[src/rtl/sram_march_pkg.sv]
package sram_march_pkg;

  typedef enum logic [2:0] {
    PS_IDLE,
    PS_FILL,
    PS_DOWN,
    PS_VERIFY,
    PS_DLINE,
    PS_END
  } pass_e;

  typedef enum logic [1:0] {
    AK_NONE,
    AK_WRITE,
    AK_READ
  } acc_e;

endpackage

[src/rtl/march_seq.sv]
module march_seq
  import sram_march_pkg::*;
#(
  parameter int ADDR_W = 11,
  parameter int DATA_W = 8,
  parameter int BIT_W  = $clog2(DATA_W)
) (
  input  logic              clk,
  input  logic              rst,
  input  logic              launch,
  output pass_e             pass_q,
  output logic [ADDR_W-1:0] addr_q,
  output logic [1:0]        sub_q,
  output logic [BIT_W-1:0]  bit_q,
  output logic              ph_q
);

  localparam logic [ADDR_W-1:0] ADDR_LAST = '1;
  localparam logic [BIT_W-1:0]  BIT_LAST  = BIT_W'(DATA_W - 1);

  pass_e             pass_n;
  logic [ADDR_W-1:0] addr_n;
  logic [1:0]        sub_n;
  logic [BIT_W-1:0]  bit_n;
  logic              ph_n;
  logic              running;

  assign running = (pass_q == PS_FILL) || (pass_q == PS_DOWN) ||
                   (pass_q == PS_VERIFY) || (pass_q == PS_DLINE);

  always_comb begin
    pass_n = pass_q;
    addr_n = addr_q;
    sub_n  = sub_q;
    bit_n  = bit_q;
    ph_n   = ph_q;
    if (launch) begin
      pass_n = PS_FILL;
      addr_n = '0;
      sub_n  = '0;
      bit_n  = '0;
      ph_n   = 1'b0;
    end else if (running) begin
      ph_n = ~ph_q;
      if (ph_q) begin
        case (pass_q)
          PS_FILL: begin
            if (addr_q == ADDR_LAST) begin
              pass_n = PS_DOWN;
              sub_n  = 2'd0;
            end else begin
              addr_n = addr_q + 1'b1;
            end
          end
          PS_DOWN: begin
            if (sub_q == 2'd0) begin
              sub_n = 2'd1;
            end else begin
              sub_n = 2'd0;
              if (addr_q == '0) pass_n = PS_VERIFY;
              else              addr_n = addr_q - 1'b1;
            end
          end
          PS_VERIFY: begin
            if (addr_q == ADDR_LAST) begin
              pass_n = PS_DLINE;
              addr_n = '0;
              sub_n  = 2'd0;
              bit_n  = '0;
            end else begin
              addr_n = addr_q + 1'b1;
            end
          end
          PS_DLINE: begin
            if (sub_q == 2'd3) begin
              sub_n = 2'd0;
              if (bit_q == BIT_LAST) pass_n = PS_END;
              else                   bit_n  = bit_q + 1'b1;
            end else begin
              sub_n = sub_q + 2'd1;
            end
          end
          default: ;
        endcase
      end
    end
  end

  always_ff @(posedge clk) begin
    if (rst) begin
      pass_q <= PS_IDLE;
      addr_q <= '0;
      sub_q  <= '0;
      bit_q  <= '0;
      ph_q   <= 1'b0;
    end else begin
      pass_q <= pass_n;
      addr_q <= addr_n;
      sub_q  <= sub_n;
      bit_q  <= bit_n;
      ph_q   <= ph_n;
    end
  end

endmodule

[src/rtl/march_decode.sv]
module march_decode
  import sram_march_pkg::*;
#(
  parameter int ADDR_W = 11,
  parameter int DATA_W = 8,
  parameter int BIT_W  = $clog2(DATA_W)
) (
  input  pass_e             pass_i,
  input  logic [ADDR_W-1:0] addr_i,
  input  logic [1:0]        sub_i,
  input  logic [BIT_W-1:0]  bit_i,
  input  logic              ph_i,
  output acc_e              kind_o,
  output logic [ADDR_W-1:0] addr_o,
  output logic [DATA_W-1:0] wdata_o,
  output logic [DATA_W-1:0] exp_o,
  output logic [DATA_W-1:0] mask_o,
  output logic              cs_n_o,
  output logic              we_n_o,
  output logic              oe_n_o
);

  localparam logic [DATA_W-1:0] PAT_EVEN = {(DATA_W/2){2'b10}};
  localparam logic [DATA_W-1:0] PAT_ODD  = ~PAT_EVEN;

  logic [DATA_W-1:0] pat;
  logic [DATA_W-1:0] sel;
  logic [DATA_W-1:0] wbyte;

  always_comb begin
    pat    = addr_i[0] ? PAT_ODD : PAT_EVEN;
    sel    = DATA_W'(1) << bit_i;
    kind_o = AK_NONE;
    addr_o = addr_i;
    wbyte  = '0;
    exp_o  = '0;
    mask_o = '1;
    cs_n_o = 1'b1;
    we_n_o = 1'b1;
    oe_n_o = 1'b1;
    case (pass_i)
      PS_END:  cs_n_o = 1'b0;
      PS_FILL: begin
        kind_o = AK_WRITE;
        wbyte  = pat;
      end
      PS_DOWN: begin
        if (sub_i[0]) begin
          kind_o = AK_WRITE;
          wbyte  = ~pat;
        end else begin
          kind_o = AK_READ;
          exp_o  = pat;
        end
      end
      PS_VERIFY: begin
        kind_o = AK_READ;
        exp_o  = ~pat;
      end
      PS_DLINE: begin
        addr_o = '0;
        mask_o = sel;
        kind_o = sub_i[0] ? AK_READ : AK_WRITE;
        wbyte  = sub_i[1] ? sel : '0;
        exp_o  = wbyte;
      end
      default: ;
    endcase
    if (kind_o != AK_NONE) begin
      cs_n_o = 1'b0;
      if (kind_o == AK_WRITE && !ph_i) begin
        we_n_o = 1'b0;
        oe_n_o = 1'b1;
      end else begin
        we_n_o = 1'b1;
        oe_n_o = 1'b0;
      end
    end
    wdata_o = (kind_o == AK_WRITE && !ph_i) ? wbyte : '0;
  end

endmodule

[src/rtl/march_cmp.sv]
module march_cmp #(
  parameter int ADDR_W = 11,
  parameter int DATA_W = 8
) (
  input  logic              clk,
  input  logic              rst,
  input  logic              clr,
  input  logic              en,
  input  logic [ADDR_W-1:0] addr,
  input  logic [DATA_W-1:0] exp,
  input  logic [DATA_W-1:0] mask,
  input  logic [DATA_W-1:0] rdata,
  output logic              fail_q,
  output logic [ADDR_W-1:0] addr_q,
  output logic [DATA_W-1:0] exp_q,
  output logic [DATA_W-1:0] obs_q
);

  logic miss;
  assign miss = |((rdata ^ exp) & mask);

  always_ff @(posedge clk) begin
    if (rst || clr) begin
      fail_q <= 1'b0;
      addr_q <= '0;
      exp_q  <= '0;
      obs_q  <= '0;
    end else if (en && miss && !fail_q) begin
      fail_q <= 1'b1;
      addr_q <= addr;
      exp_q  <= exp;
      obs_q  <= rdata;
    end
  end

endmodule

[src/rtl/sram_march_bist.sv]
module sram_march_bist
  import sram_march_pkg::*;
#(
  parameter int ADDR_W = 11,
  parameter int DATA_W = 8
) (
  input  logic              clk,
  input  logic              rst,
  input  logic              start,
  output logic [ADDR_W-1:0] mem_addr,
  output logic [DATA_W-1:0] mem_wdata,
  input  logic [DATA_W-1:0] mem_rdata,
  output logic              mem_cs_n,
  output logic              mem_we_n,
  output logic              mem_oe_n,
  output logic              done,
  output logic              fail,
  output logic [ADDR_W-1:0] fail_addr,
  output logic [DATA_W-1:0] fail_exp,
  output logic [DATA_W-1:0] fail_obs
);

  localparam int BIT_W = $clog2(DATA_W);

  pass_e             st_pass;
  logic [ADDR_W-1:0] st_addr;
  logic [1:0]        st_sub;
  logic [BIT_W-1:0]  st_bit;
  logic              st_ph;
  logic              launch;

  acc_e              d_kind;
  logic [ADDR_W-1:0] d_addr;
  logic [DATA_W-1:0] d_wdata, d_exp, d_mask;
  logic              d_cs_n, d_we_n, d_oe_n;

  acc_e              a_kind_q;
  pass_e             a_pass_q;
  logic              a_ph_q;
  logic [DATA_W-1:0] a_exp_q, a_mask_q;
  logic              done_q;
  logic              cmp_en;

  assign launch = start &&
                  (((st_pass == PS_IDLE) && (a_pass_q == PS_IDLE)) ||
                   ((st_pass == PS_END)  && (a_pass_q == PS_END)));

  march_seq #(.ADDR_W(ADDR_W), .DATA_W(DATA_W), .BIT_W(BIT_W)) u_seq (
    .clk    (clk),
    .rst    (rst),
    .launch (launch),
    .pass_q (st_pass),
    .addr_q (st_addr),
    .sub_q  (st_sub),
    .bit_q  (st_bit),
    .ph_q   (st_ph)
  );

  march_decode #(.ADDR_W(ADDR_W), .DATA_W(DATA_W), .BIT_W(BIT_W)) u_dec (
    .pass_i  (st_pass),
    .addr_i  (st_addr),
    .sub_i   (st_sub),
    .bit_i   (st_bit),
    .ph_i    (st_ph),
    .kind_o  (d_kind),
    .addr_o  (d_addr),
    .wdata_o (d_wdata),
    .exp_o   (d_exp),
    .mask_o  (d_mask),
    .cs_n_o  (d_cs_n),
    .we_n_o  (d_we_n),
    .oe_n_o  (d_oe_n)
  );

  always_ff @(posedge clk) begin
    if (rst) begin
      mem_addr  <= '0;
      mem_wdata <= '0;
      mem_cs_n  <= 1'b1;
      mem_we_n  <= 1'b1;
      mem_oe_n  <= 1'b1;
      a_kind_q  <= AK_NONE;
      a_pass_q  <= PS_IDLE;
      a_ph_q    <= 1'b0;
      a_exp_q   <= '0;
      a_mask_q  <= '0;
      done_q    <= 1'b0;
    end else begin
      mem_addr  <= d_addr;
      mem_wdata <= d_wdata;
      mem_cs_n  <= d_cs_n;
      mem_we_n  <= d_we_n;
      mem_oe_n  <= d_oe_n;
      a_kind_q  <= d_kind;
      a_pass_q  <= st_pass;
      a_ph_q    <= st_ph;
      a_exp_q   <= d_exp;
      a_mask_q  <= d_mask;
      done_q    <= (st_pass == PS_END) && (a_pass_q != PS_END);
    end
  end

  assign cmp_en = (a_kind_q == AK_READ) && a_ph_q;

  march_cmp #(.ADDR_W(ADDR_W), .DATA_W(DATA_W)) u_cmp (
    .clk    (clk),
    .rst    (rst),
    .clr    (launch),
    .en     (cmp_en),
    .addr   (mem_addr),
    .exp    (a_exp_q),
    .mask   (a_mask_q),
    .rdata  (mem_rdata),
    .fail_q (fail),
    .addr_q (fail_addr),
    .exp_q  (fail_exp),
    .obs_q  (fail_obs)
  );

  assign done = done_q;

endmodule

[config.mk]
export PLATFORM = sky130hd
export DESIGN_NAME = sram_march_bist
export DESIGN_NICKNAME = d
export VERILOG_FILES = /design/src/rtl/sram_march_pkg.sv /design/src/rtl/march_seq.sv /design/src/rtl/march_decode.sv /design/src/rtl/march_cmp.sv /design/src/rtl/sram_march_bist.sv
export SDC_FILE = /design/constraint.sdc
export NUM_CORES = 1
export LEC_CHECK = 0
export ABC_AREA = 1
export BUFFER_PORTS_ARGS = -buffer_cell sky130_fd_sc_hd__buf_4
export CORE_MARGIN = 10
export CORE_UTILIZATION = 33
export DETAILED_ROUTE_END_ITERATION = 6
export GPL_ROUTABILITY_DRIVEN = 0
export GPL_TIMING_DRIVEN = 0
export SETUP_SLACK_MARGIN = 0.05
export SYNTH_ARGS = -nofsm -noshare
export SYNTH_HDL_FRONTEND = slang
export SYNTH_SLANG_ARGS = --single-unit
[constraint.sdc]
create_clock -name clk -period 1.7 [get_ports clk]
set_input_delay 0.51 -clock clk [delete_from_list [all_inputs] [get_ports clk]]
set_output_delay 0.51 -clock clk [all_outputs]
set_load 0.02 [all_outputs]
[Yosys cells after proc, flatten, opt, wreduce, memory -nomap -nowiden]
Cells that the tools add are included.
Word-level totals
  flip-flop bits (word level): 93
  bits in latches: 0
  bits in writable memories: 0
  ROM bits: 0
  input port bits: 11
  output and inout port bits: 51
  logic and storage cells: 135
  memories: 0
Cells by class
  $add $sub $neg: 4
  multiply operators: 0
  divide/modulo/power cells: 0
  order comparisons: 0
  eq/ne operators: 28
  shift-type cells: 1
  multiplexer cells: 37
  bitwise logic cells: 6
  reductions and logical operators: 38
Operators with widths (number)
  $pmux 8 s3: 2
  $mux 11: 4
  $mux 8: 5
  $pmux 11 s3: 1
  $mux 3: 9
  $ne 2x2->1 const B: 9
  $ne 3x2->1 const B: 6
  $reduce_and 9->1: 2
  $eq 3x3->1 const B: 4
  $pmux 3 s4: 1
  $reduce_and 6->1: 2
  $add 11x1->11 const B: 1
  $eq 11x11->1 const B: 1
  $logic_not 11->1: 1
  $sub 11x1->11 const B: 1
  $reduce_or 2->1: 5
  $and 8x8->8: 1
  $logic_and 1x1->1: 8
  $mux 1: 8
  $mux 2: 4
  $not 8->8: 1
  $pmux 2 s4: 1
  $reduce_bool 2->1: 4
  $reduce_or 8->1: 1
  other kinds (21): 32

[Depth between registers and ports, before layout]
Gate-level depths: netlist of run 1.
  word-level depth: 7
  gate-level depth with buffers: 12
  depth with buffers taken out: 12

[Modules after synthesis]
A second synthesis of run 1 with hierarchy kept.
Unflattened totals
  cells, all modules: 751
  area, all modules: 5053.6 µm²
By module, submodules not included
  march_seq: times used 1, cells an instance 276, area an instance 1674.1 µm², seq. area each 400.4 µm²
  march_cmp: times used 1, cells an instance 212, area an instance 1455.1 µm², seq. area each 560.5 µm²
  sram_march_bist: times used 1, cells an instance 149, area an instance 1353.8 µm², seq. area each 900.9 µm²
  march_decode: times used 1, cells an instance 114, area an instance 570.5 µm², seq. area each 0.0 µm²

[Worst setup path before layout of run 1]
No wires, ideal clock.
  path type: input -> register
  start: in mem_rdata[1]
  end: reg u_cmp.exp_q[5]
  setup time: 0.070 ns
  data arrival time: 1.583 ns
  data required time: 1.630 ns
  slack: 0.047 ns
  cell stages on the path: 9
  path buffers: 1
  cell sequence: or2_2 > nand3_1 > nand2_1 > inv_1 > nand4_4 > nand2_2 > buf_4 > nand2_1 > a21oi_1
Between the ends
  word-level cells in the longest chain between the ends: 5
Ends and longest elaborated chain
  start: declaration: RTL line sram_march_bist.sv:12  | input logic [DATA_W-1:0] mem_rdata,
  $xor 8x8->8: RTL line march_cmp.sv:20  | assign miss = |((rdata ^ exp) & mask);
  $and 8x8->8: RTL line march_cmp.sv:20
  $reduce_or 8->1: RTL line march_cmp.sv:20
  $logic_and 1x1->1 (2 in a row): RTL line march_cmp.sv:28  | end else if (en && miss && !fail_q) begin
  end signal: assignment: RTL line march_cmp.sv:31  | exp_q <= exp;
  end: declaration: RTL line march_cmp.sv:15  | output logic [DATA_W-1:0] exp_q,
Every way passes these cells.
A chain may end at the register's enable or synchronous reset.

[Worst setup path after layout of run 1]
  start: reg u_seq.pass_q[2]
  end: reg mem_wdata[3]
Between the ends
  word-level cells in the longest chain between the ends: 6
  elaborated cells on any way between the ends: 10
  those cells by class: eq/ne: 5; mux: 2; bitwise: 1; reduce/logical: 2
Ends and longest elaborated chain
  start: declaration: RTL line march_seq.sv:11  | output pass_e pass_q,
  start signal: assignment: RTL line march_seq.sv:97  | pass_q <= pass_n;
  $eq 3x3->1 (tied with other cells): RTL line march_decode.sv:41  | case (pass_i)
  $pmux 2 s4: RTL line march_decode.sv:41
  $eq 2x1->1: RTL line march_decode.sv:79  | wdata_o = (kind_o == AK_WRITE && !ph_i) ? wbyte : '0;
  $logic_and 1x1->1: RTL line march_decode.sv:79
  $not 1->1 (no line)
  $reduce_or 2->1 (no line)
  end signal: assignment: RTL line sram_march_bist.sv:90  | mem_wdata <= d_wdata;
  end: declaration: RTL line sram_march_bist.sv:11  | output logic [DATA_W-1:0] mem_wdata,
Parallel ways exist; a longest one is shown, timed or not.

==> run metrics, run 1 <==
count of input and output buffers=61; Synth area leaders=dfxtp_1 (44%), nand2_1 (11%), nand3_1 (8.0%), a21oi_1 (7.2%), nor2_1 (6.2%); area leader, netlist=dfxtp_1; adder-cell area share of the yosys netlist=3.29%; H-tree depth=3; fin crit period=between 1500 and 2000 ps; drt total wl=12.2 mm; Seq/Total Area, Yosys=approximately 44%; site row count=41; setup TNS=0 ps; clk_lat worst skew=340 ps; final hold viol count=0; Initial Utilization=33.4%; Yosys reg bits=93; Leak Pwr=2.48 nW; via count of the first global-routing pass=3838; Setup WS pre-CTS=-327 ps; multiplexer area fraction after synthesis=0%; Vias/cell=4.82; DRC Markers=0; Root Driver=clkbuf_16; Die W=133 µm; TritonCTS Buffers=9; CTS tree=done; Nets=706; Die Y=about 130 µm; CP Capture Type=flop; Synth Area in XOR/XNOR=less than 1%; Slew @ Worst Pin=slightly above 500 ps; Top Ports=62; CP Class=reg -> reg; startpoint types=flop; n_diodes=0; number of nets still failing antenna checks after routing=0; 1st-pass router iterations=6; RSZ-0062 raised after global routing=true; syn nets=604; Max Transition Viols Final=0; Yosys top cell area share=44.5%; global-route wire length before repair=19.0 mm; crit path DAT=1920 ps; Distinct cells, synth=35; GR Overflow Total=0; hpwl dp=8.56 mm; crit-path max FO=6; mean post-synth cell area=approximately 7.2 µm²; worst path required time=1970 ps; VDD IR max=443 µV; HP Class=in -> reg; GRT Util Overall=about an eighth; largest net degree at the start of global routing=17; f_max=0.606 GHz; clock skew=7.56 ps; max cap viols=0; Slew HR=65.6%; WL/cell=14.2 µm; outcome=complete, no violations; initial detailed-routing violation count=around 330; Area Growth Syn to Fin=38.5%; final setup vio count=0; antenna violations before repair=0; largest family of logic cells by synthesized area=simple AND/OR/NAND/NOR gates; simple-gate share of the synthesized area=31.6%; compound-cell area share of the yosys netlist=approximately an eighth; Final Worst Setup Slack=between 50 and 60 ps; fin crit share=97.0%; Cells after Synth=approximately 580; clock buffer depth=2; mapped cell area=4190 µm²; share of layout cells above drive strength 1=31.1%; clock slew at reported path FFs=70 ps; via count=between 4000 and 5000; PD cells=around 800 nW/µm²; YS warnings=0; clk sinks=93; die area=17600 µm²; core area=about 13000 µm²
[what timing repair did]
action,CTS,global route
pin swaps,6,15
hold buffers,0,0
hold endpoints to repair,0,0
endpoints found under the setup margin,70,69
buffers inserted,8,18
gates resized for setup,44,97
gates cloned,1,3
[metrics by stage]
stage / utilization (%) / hold WS (ps) / instance area (µm²) / std cells / total power, mW
floorplan: - / 466 / 4190 / 582 / 2.46
global placement: 38.9 / 447 / 4860 / 815 / 2.55
detailed placement: 38.9 / 453 / 4860 / 815 / 2.56
CTS: 42.7 / 367 / 5340 / 840 / 4.57
global route: 46.3 / 364 / 5800 / 861 / 4.77
finish: 46.3 / 380 / 5800 / 861 / 4.58
[sequential cells by signal (all words and copies together), names as in the netlist, 8 cells and up]
signal / count
a_mask_q: 8
u_cmp.obs_q: 8
mem_wdata: 8
mem_addr: 11
u_seq.addr_q: 11
a_exp_q: 8
u_cmp.exp_q: 8
u_cmp.addr_q: 11
[synth_stat cells]
library cell	count
a211oi_1	1
o21ai_0	27
xnor2_1	1
o21ai_1	1
buf_4	2
a21oi_1	60
clkinv_1	2
nand3_4	1
nor2_4	2
nand2_1	120
buf_1	2
nor2_2	2
inv_2	2
a31oi_1	1
o211ai_1	2
clkbuf_1	7
dfxtp_1	93
nor2_1	69
or2_2	5
nand3_1	67
nor3b_1	1
nor3_2	1
o22ai_1	1
ha_1	11
nand3b_1	1
inv_1	63
o21ai_2	1
xor2_1	3
nand2_2	6
nand4_1	8
a32oi_1	1
buf_2	7
nor3_1	8
nand3_2	2
nand4_4	1
[placed cells by master (no fill, tap or decap), drive strengths merged, types with 5 or more instances in the layout]
| master | instances |
|---|---|
| o21ai | 29 |
| nand3 | 71 |
| nor3 | 9 |
| ha | 11 |
| clkbuf | 20 |
| a21oi | 60 |
| nand4 | 9 |
| dfxtp | 93 |
| buf | 96 |
| inv | 66 |
| or2 | 5 |
| nand2 | 127 |
| nor2 | 73 |
[power by group]
| part | leakage (nW) | switching [mW] | internal (mW) |
|---|---|---|---|
| clock network | 0.134 | 0.868 | 1.14 |
| logic | 1.58 | 0.225 | 0.126 |
| registers | 0.762 | 0.0223 | 2.20 |
| total | 2.48 | 1.12 | 3.47 |
[critical path, stage by stage (launching register included)]
cell,delay [ps]
dfxtp_4,380
inv_4,80
nand2_4,80
nor2_4,200
clkinv_4,120
nor2_4,150
buf_4,120
nand2_1,40
o21ai_1,120
inv_1,130
a21oi_2,150
[logic make-up after synthesis]
family / Yosys count
fa+ha+maj: 11
flops: 93
compound gates: 95
buf+inv: 85
xor+xnor: 4
simple gates: 294
[layout make-up]
class	count	area [µm²]
Buffer	18	125
Clock buffer	9	225
Clock inverter	7	73.8
Multi-Input combinational cell	406	2300
Tap cell	172	215
Inverter	67	267
Fill cell	1234	6720
Sequential cell	93	1900
Timing Repair Buffer	89	692
[worst paths after layout]
| check | start | end | slack, ps | cells past startpoint |
|---|---|---|---|---|
| worst max-delay path | u_seq.pass_q[2] | mem_wdata[3] | 50 | 10 |
| worst max register to register | u_seq.pass_q[2] | mem_wdata[3] | 50 | 10 |
| worst min-delay path | rst | a_kind_q[0] | 380 | 2 |
| worst min register to register | u_cmp.obs_q[1] | u_cmp.obs_q[1] | 460 | 2 |
[layer usage]
| layer | global-route usage [%] | up-vias | share of wire [%] |
|---|---|---|---|
| met5 | 0 | - | 0 |
| met1 | 16.0 | 1912 | 44 |
| met3 | 2.27 | 13 | 5.0 |
| li1 | - | 2105 | - |
| met2 | 21.3 | 121 | 49 |
| met4 | 6.17 | 0 | 1.4 |
(Power assumes the default switching activity.)
==> inputs of run 2 (changes only) <==
--- a/config.mk
+++ b/config.mk
@@ -6,10 +6,10 @@
 export NUM_CORES = 1
 export LEC_CHECK = 0
 export ABC_AREA = 1
-export BUFFER_PORTS_ARGS = -buffer_cell sky130_fd_sc_hd__buf_4
 export CORE_MARGIN = 10
 export CORE_UTILIZATION = 33
 export DETAILED_ROUTE_END_ITERATION = 6
+export DONT_BUFFER_PORTS = 1
 export GPL_ROUTABILITY_DRIVEN = 0
 export GPL_TIMING_DRIVEN = 0
 export SETUP_SLACK_MARGIN = 0.05
==> run 2 against run 1 <==
Via count decreased by 5.1%. Maximum frequency down 2.2%. Worst hold slack worse by 46 ps. Die area unchanged. Sequential cell count is the same. Wire length decreased by 1.4%. Critical path depth is 3 lower. First-iteration DRC count down 20%. Count of clock-buffer cells in the layout stayed put. Sequential power hardly changed. Sequential share of layout area rose by 3.4 points. Critical path type unchanged. Largest power group unchanged.
==> run metrics, run 2 (synthesis gave the netlist of run 1 again) <==
GR Overflow Total=0 (unchanged); CP Capture Type=flop; final setup vio count=0 (unchanged); PD cells=867 nW/µm² (+9.6%); initial detailed-routing violation count=261 (-20%); 1st-pass router iterations=4 (-2); via count of the first global-routing pass=3511 (-8.5%); Die Y=133 µm (unchanged); crit-path max FO=7 (+1); critical path's top delay family=simple AND/OR/NAND/NOR gates; hpwl dp=8.46 mm (-1.2%); clock slew at reported path FFs=70 ps (about the same); share of layout cells above drive strength 1=21.7% (-9.4 points); Top Ports=62 (unchanged); worst path cell trace=nand2_1 -> nor2_2 -> nand3_4 -> o21ai_4 -> nand2_2 -> a21oi_2 -> nor3_1; total power=4.54 mW (-1.0%); max cap viols=0 (unchanged); clock buffer depth=2 (unchanged); n_diodes=0 (unchanged); Slew @ Worst Pin=498 ps (-17.4 ps); commonest non-fill, non-tap cell in the layout=nand2_1; core area=12500 µm² (unchanged); via count=3939 (-5.1%); worst path required time=1920 ps (-50 ps); clk sinks=93 (unchanged); f_max=0.593 GHz (-2.2%); setup TNS=0 ps (unchanged); antenna violations before repair=0 (unchanged); fin crit period=1690 ps (+36.8 ps); Initial Utilization=33.4% (unchanged); startpoint types=flop; Vias/cell=4.96 (+2.9%); site row count=41 (unchanged); clk_lat worst skew=340 ps (about the same); HP Class=in -> reg; CP Class=reg -> reg; number of nets still failing antenna checks after routing=0 (unchanged); Slew HR=66.8% (+1.2 points); fill cell count=1272 (+3.1%); final hold viol count=0 (unchanged); largest net degree at the start of global routing=17 (unchanged); WL/cell=15.1 µm (+6.9%); Root Driver=clkbuf_16; fin crit share=99.2% (+2.2 points); count of input and output buffers=0 (-100%); CP max stage delay=470 ps (+90 ps); Area Growth Syn to Fin=25.0%; Nets=639 (-9.5%); Die W=133 µm (unchanged); GRT Util Overall=12.7% (-0.26 points); TritonCTS Buffers=9 (unchanged); final cell count without fillers=794 (-7.8%); Max Transition Viols Final=0 (unchanged); Leak Pwr=2.13 nW (-14%); commonest non-fill, non-tap cells in the layout=nand2_1 (114), dfxtp_1 (80), nand3_1 (64); crit path DAT=1910 ps (about the same); die area=17600 µm² (unchanged); DRC Markers=0 (unchanged); outcome=complete, no violations; global-route wire length before repair=18.5 mm (-2.5%); H-tree depth=3 (unchanged); RSZ-0062 raised after global routing=true; clock skew=6.04 ps (-1.52 ps); cell count after placement=754 (-7.5%); biggest regs=mem_addr x11, u_cmp.addr_q x11, u_seq.addr_q x11; Crit-path slowest cell=dfxtp_1; VDD IR max=596 µV (+34%); CTS tree=done; drt total wl=12.0 mm (-1.4%); CP bufs+invs=0 (-4)
run 2: changes by cell type in the layout (fill, tap and decap cells not counted), moves of 3 or more:
cell and change:
buf_4 -62, buf_6 -4, nand2_2 -4, nor2_4 -4
a21oi_1 +3, a21oi_2 -3, clkinvlp_4 -3, nor2_1 +3
run 2: worst paths after layout:
check / slack (ps) / cells after the start / from / end
hold reg to reg: 510 / 2 / a_exp_q[7] / u_cmp.exp_q[7]
hold / removal: 330 / 2 / mem_rdata[7] / u_cmp.obs_q[7]
setup reg to reg: 10 / 7 / u_seq.addr_q[7] / u_seq.bit_q[1]
setup / recovery: 10 / 7 / u_seq.addr_q[7] / u_seq.bit_q[1]
run 2: cell type report:
cell class,count,area [µm²],area share [%]
Multi-Input combinational cell,404,2230,42.7
Sequential cell,93,1890,36.1
Inverter,67,264,5.05
Clock buffer,9,225,4.31
Tap cell,172,215,4.11
Timing Repair Buffer,24,210,4.02
Buffer,18,118,2.25
Clock inverter,7,73.8,1.41
run 2: layer usage:
layer  wire length (µm)  part of all wire [%]  track usage, %  up-vias
li1                   -                     -               -     1974
met1               4850                    40            15.2     1824
met2               5890                    49            20.4      120
met3                916                   7.6            3.90       21
met4                360                   3.0            5.99        0
met5                  0                     0               0        -
run 2: metrics by stage:
stage	utilization (%)	area [µm²]	setup slack [ps]	hold WS (ps)
2_1_floorplan	-	4190	78.6	466
3_3_place_gp	35.2	4410	-385	492
3_5_place_dp	35.2	4410	-384	501
4_1_cts	39.2	4910	19.4	323
5_1_grt	41.8	5230	-34.4	323
6_report	41.8	5230	13.7	334
run 2: worst reg2reg max path, delay by kind of cell (launching register included):
kind	cells	cell delay, ps
flip-flops	1	470
AO/OA/AOI/OAI	2	400
AND/OR/NAND/NOR	5	700
run 2: timing repair:
item                                    in CTS  in global routing
hold buffers                                 0                  0
cloned                                       1                  2
endpoints found under the setup margin      68                 60
gates resized for setup                     41                 75
pin swaps                                    7                 20
buffers inserted                            13                  8
run 2: power by group:
part / total, mW / switching (mW) / internal (mW)
clock network: 2.02 / 0.874 / 1.15
registers: 2.24 / 0.0340 / 2.20
logic: 0.278 / 0.189 / 0.0893
total: 4.54 / 1.10 / 3.44
==> inputs of run 3 (changes only) <==
--- a/config.mk
+++ b/config.mk
@@ -7,7 +7,7 @@
 export LEC_CHECK = 0
 export ABC_AREA = 1
 export CORE_MARGIN = 10
-export CORE_UTILIZATION = 33
+export CORE_UTILIZATION = 40
 export DETAILED_ROUTE_END_ITERATION = 6
 export DONT_BUFFER_PORTS = 1
 export GPL_ROUTABILITY_DRIVEN = 0
==> run 3 against run 2 <==
Largest cell class unchanged. Sequential power about the same. Clock power down 20%. Wire length down 0.47%. Largest power group unchanged.
==> run metrics, run 3 (synthesis gave the netlist of run 1 again) <==
Area Growth Syn to Fin=21.8%; number of nets still failing antenna checks after routing=0 (unchanged); TritonCTS Buffers=9 (unchanged); CP Capture Type=flop; site row count=37 (-9.8%); count of input and output buffers=0 (unchanged); GRT Util Overall=15.1% (+2.4 points); startpoint types=flop; biggest regs=mem_addr x11, u_cmp.addr_q x11, u_seq.addr_q x11; n_diodes=0 (unchanged); WL/cell=15.8 µm (+4.1%); final hold slack=293 ps (-40.7 ps); crit path DAT=1920 ps (about the same); fill cell count=1009 (-21%); CP Class=reg -> reg; Leak Pwr=2.10 nW (-1.4%); Initial Utilization=40.7% (+7.3 points); final setup vio count=0 (unchanged); Slew @ Worst Pin=558 ps (+60.3 ps); Die Y=122 µm (-7.8%); Slew HR=62.8% (-4.0 points); worst path required time=1960 ps (+40 ps); clk sinks=93 (unchanged); antenna violations before repair=0 (unchanged); RSZ-0062 raised after global routing=true; Nets=640 (+0.16%); crit-path max FO=5 (-2); fin crit period=1660 ps (-27.2 ps); DRC Markers=0 (unchanged); via count=3957 (+0.46%); H-tree depth=3 (unchanged); Die W=122 µm (-7.8%); max cap viols=0 (unchanged); clock slew at reported path FFs=90 ps (+20 ps); DP Area=4360 µm² (-1.0%); cell count after placement=718 (-4.8%); fin crit share=97.6% (-1.6 points); hpwl dp=8.34 mm (-1.5%); PD cells=809 nW/µm² (-6.7%); CTS tree=done; core area=10300 µm² (-18%); Worst R2R Path Depth=9 (+2); commonest non-fill, non-tap cells in the layout=nand2_1 (112), dfxtp_1 (82), nand3_1 (61); VDD IR max=353 µV (-41%); initial detailed-routing violation count=388 (+49%); commonest non-fill, non-tap cell in the layout=nand2_1; Crit-path slowest cell=dfxtp_4; Vias/cell=5.21 (+5.1%); clock skew=12.8 ps (+6.81 ps); GR Overflow Total=0 (unchanged); # hold bufs at CTS=0 (unchanged); HP Class=in -> reg; drt total wl=12.0 mm (-0.47%); worst path cell trace=inv_2 -> ha_1 -> inv_2 -> a21oi_1 -> nor2_4 -> nand3_4 -> buf_4 -> o21ai_0 -> a21oi_1; Top Ports=62 (unchanged); share of layout cells above drive strength 1=23.1% (+1.4 points); final cell count without fillers=759 (-4.4%); 1st-pass router iterations=5 (+1); clock buffer depth=2 (unchanged); outcome=complete, no violations; CP max stage delay=400 ps (-70 ps); largest net degree at the start of global routing=17 (unchanged); Final Core Density=49.6% (+7.8 points); global-route wire length before repair=18.1 mm (-1.9%); Root Driver=clkbuf_8; post-route design area=5100 µm² (-2.5%); Multi-input gate area=2260 µm² (+1.0%); clk_lat worst skew=370 ps (+30 ps); storage element area=1890 µm² (+0.13%); f_max=0.603 GHz (+1.6%); die area=15000 µm² (-15%); via count of the first global-routing pass=3574 (+1.8%); Max Transition Viols Final=0 (unchanged); final hold viol count=0 (unchanged); hold path cells=2 (unchanged)
-- run 3: layout make-up --
type                    count  area share (%)
clock buffers              11            2.97
inverters                  67            5.18
flip-flops and latches     93            37.1
plain buffers              18            2.31
well taps                 136            3.34
multi-input cells         405            44.3
repair buffers             24            3.53
clock inverters             5            1.28
-- run 3: repair_timing --
action / 4_1_cts / 5_1_grt
cloned: 0 / 3
pin swaps: 7 / 15
setup buffers: 12 / 10
setup endpoints to repair: 66 / 61
gates resized for setup: 34 / 89
-- run 3: final timing paths --
path	startpoint	end	slack (ps)
worst max-delay path	u_seq.sub_q[0]	u_seq.addr_q[0]	40
worst min-delay path	rst	mem_we_n	290
worst max register to register	u_seq.sub_q[0]	u_seq.addr_q[0]	40
worst min register to register	a_exp_q[5]	u_cmp.exp_q[5]	510
-- run 3: routing by layer --
metal / up-vias / part of all wire [%] / GRT usage, %
li1: 1973 / - / -
met1: 1803 / 43 / 18.2
met2: 158 / 47 / 24.7
met5: - / 0 / 0
met4: 0 / 2.1 / 5.82
met3: 23 / 7.8 / 4.82
-- run 3: stage by stage --
step                TNS [ps]  power (mW)  setup WS (ps)
finish                     0        4.13           40.9
floorplan                  0        2.46           78.6
detailed placement     -8860        2.52           -356
CTS                        0        4.12           20.6
global route            -153        4.28          -88.7
global placement       -7730        2.51           -370
-- run 3: critical path, delay by kind of cell, from the launching register on --
family                   cells  cell delay, ps
AO/OA/AOI/OAI                3             360
adder cells (fa/ha/maj)      1             230
buffers and inverters        3             320
flip-flops                   1             400
AND/OR/NAND/NOR              2             240
-- run 3: power breakdown --
group | leakage [nW] | total [mW] | switching, mW | internal [mW]
Clock | 0.111 | 1.61 | 0.830 | 0.776
Sequential | 0.761 | 2.23 | 0.0346 | 2.20
Combinational | 1.23 | 0.286 | 0.195 | 0.0908
Total | 2.10 | 4.13 | 1.06 | 3.07
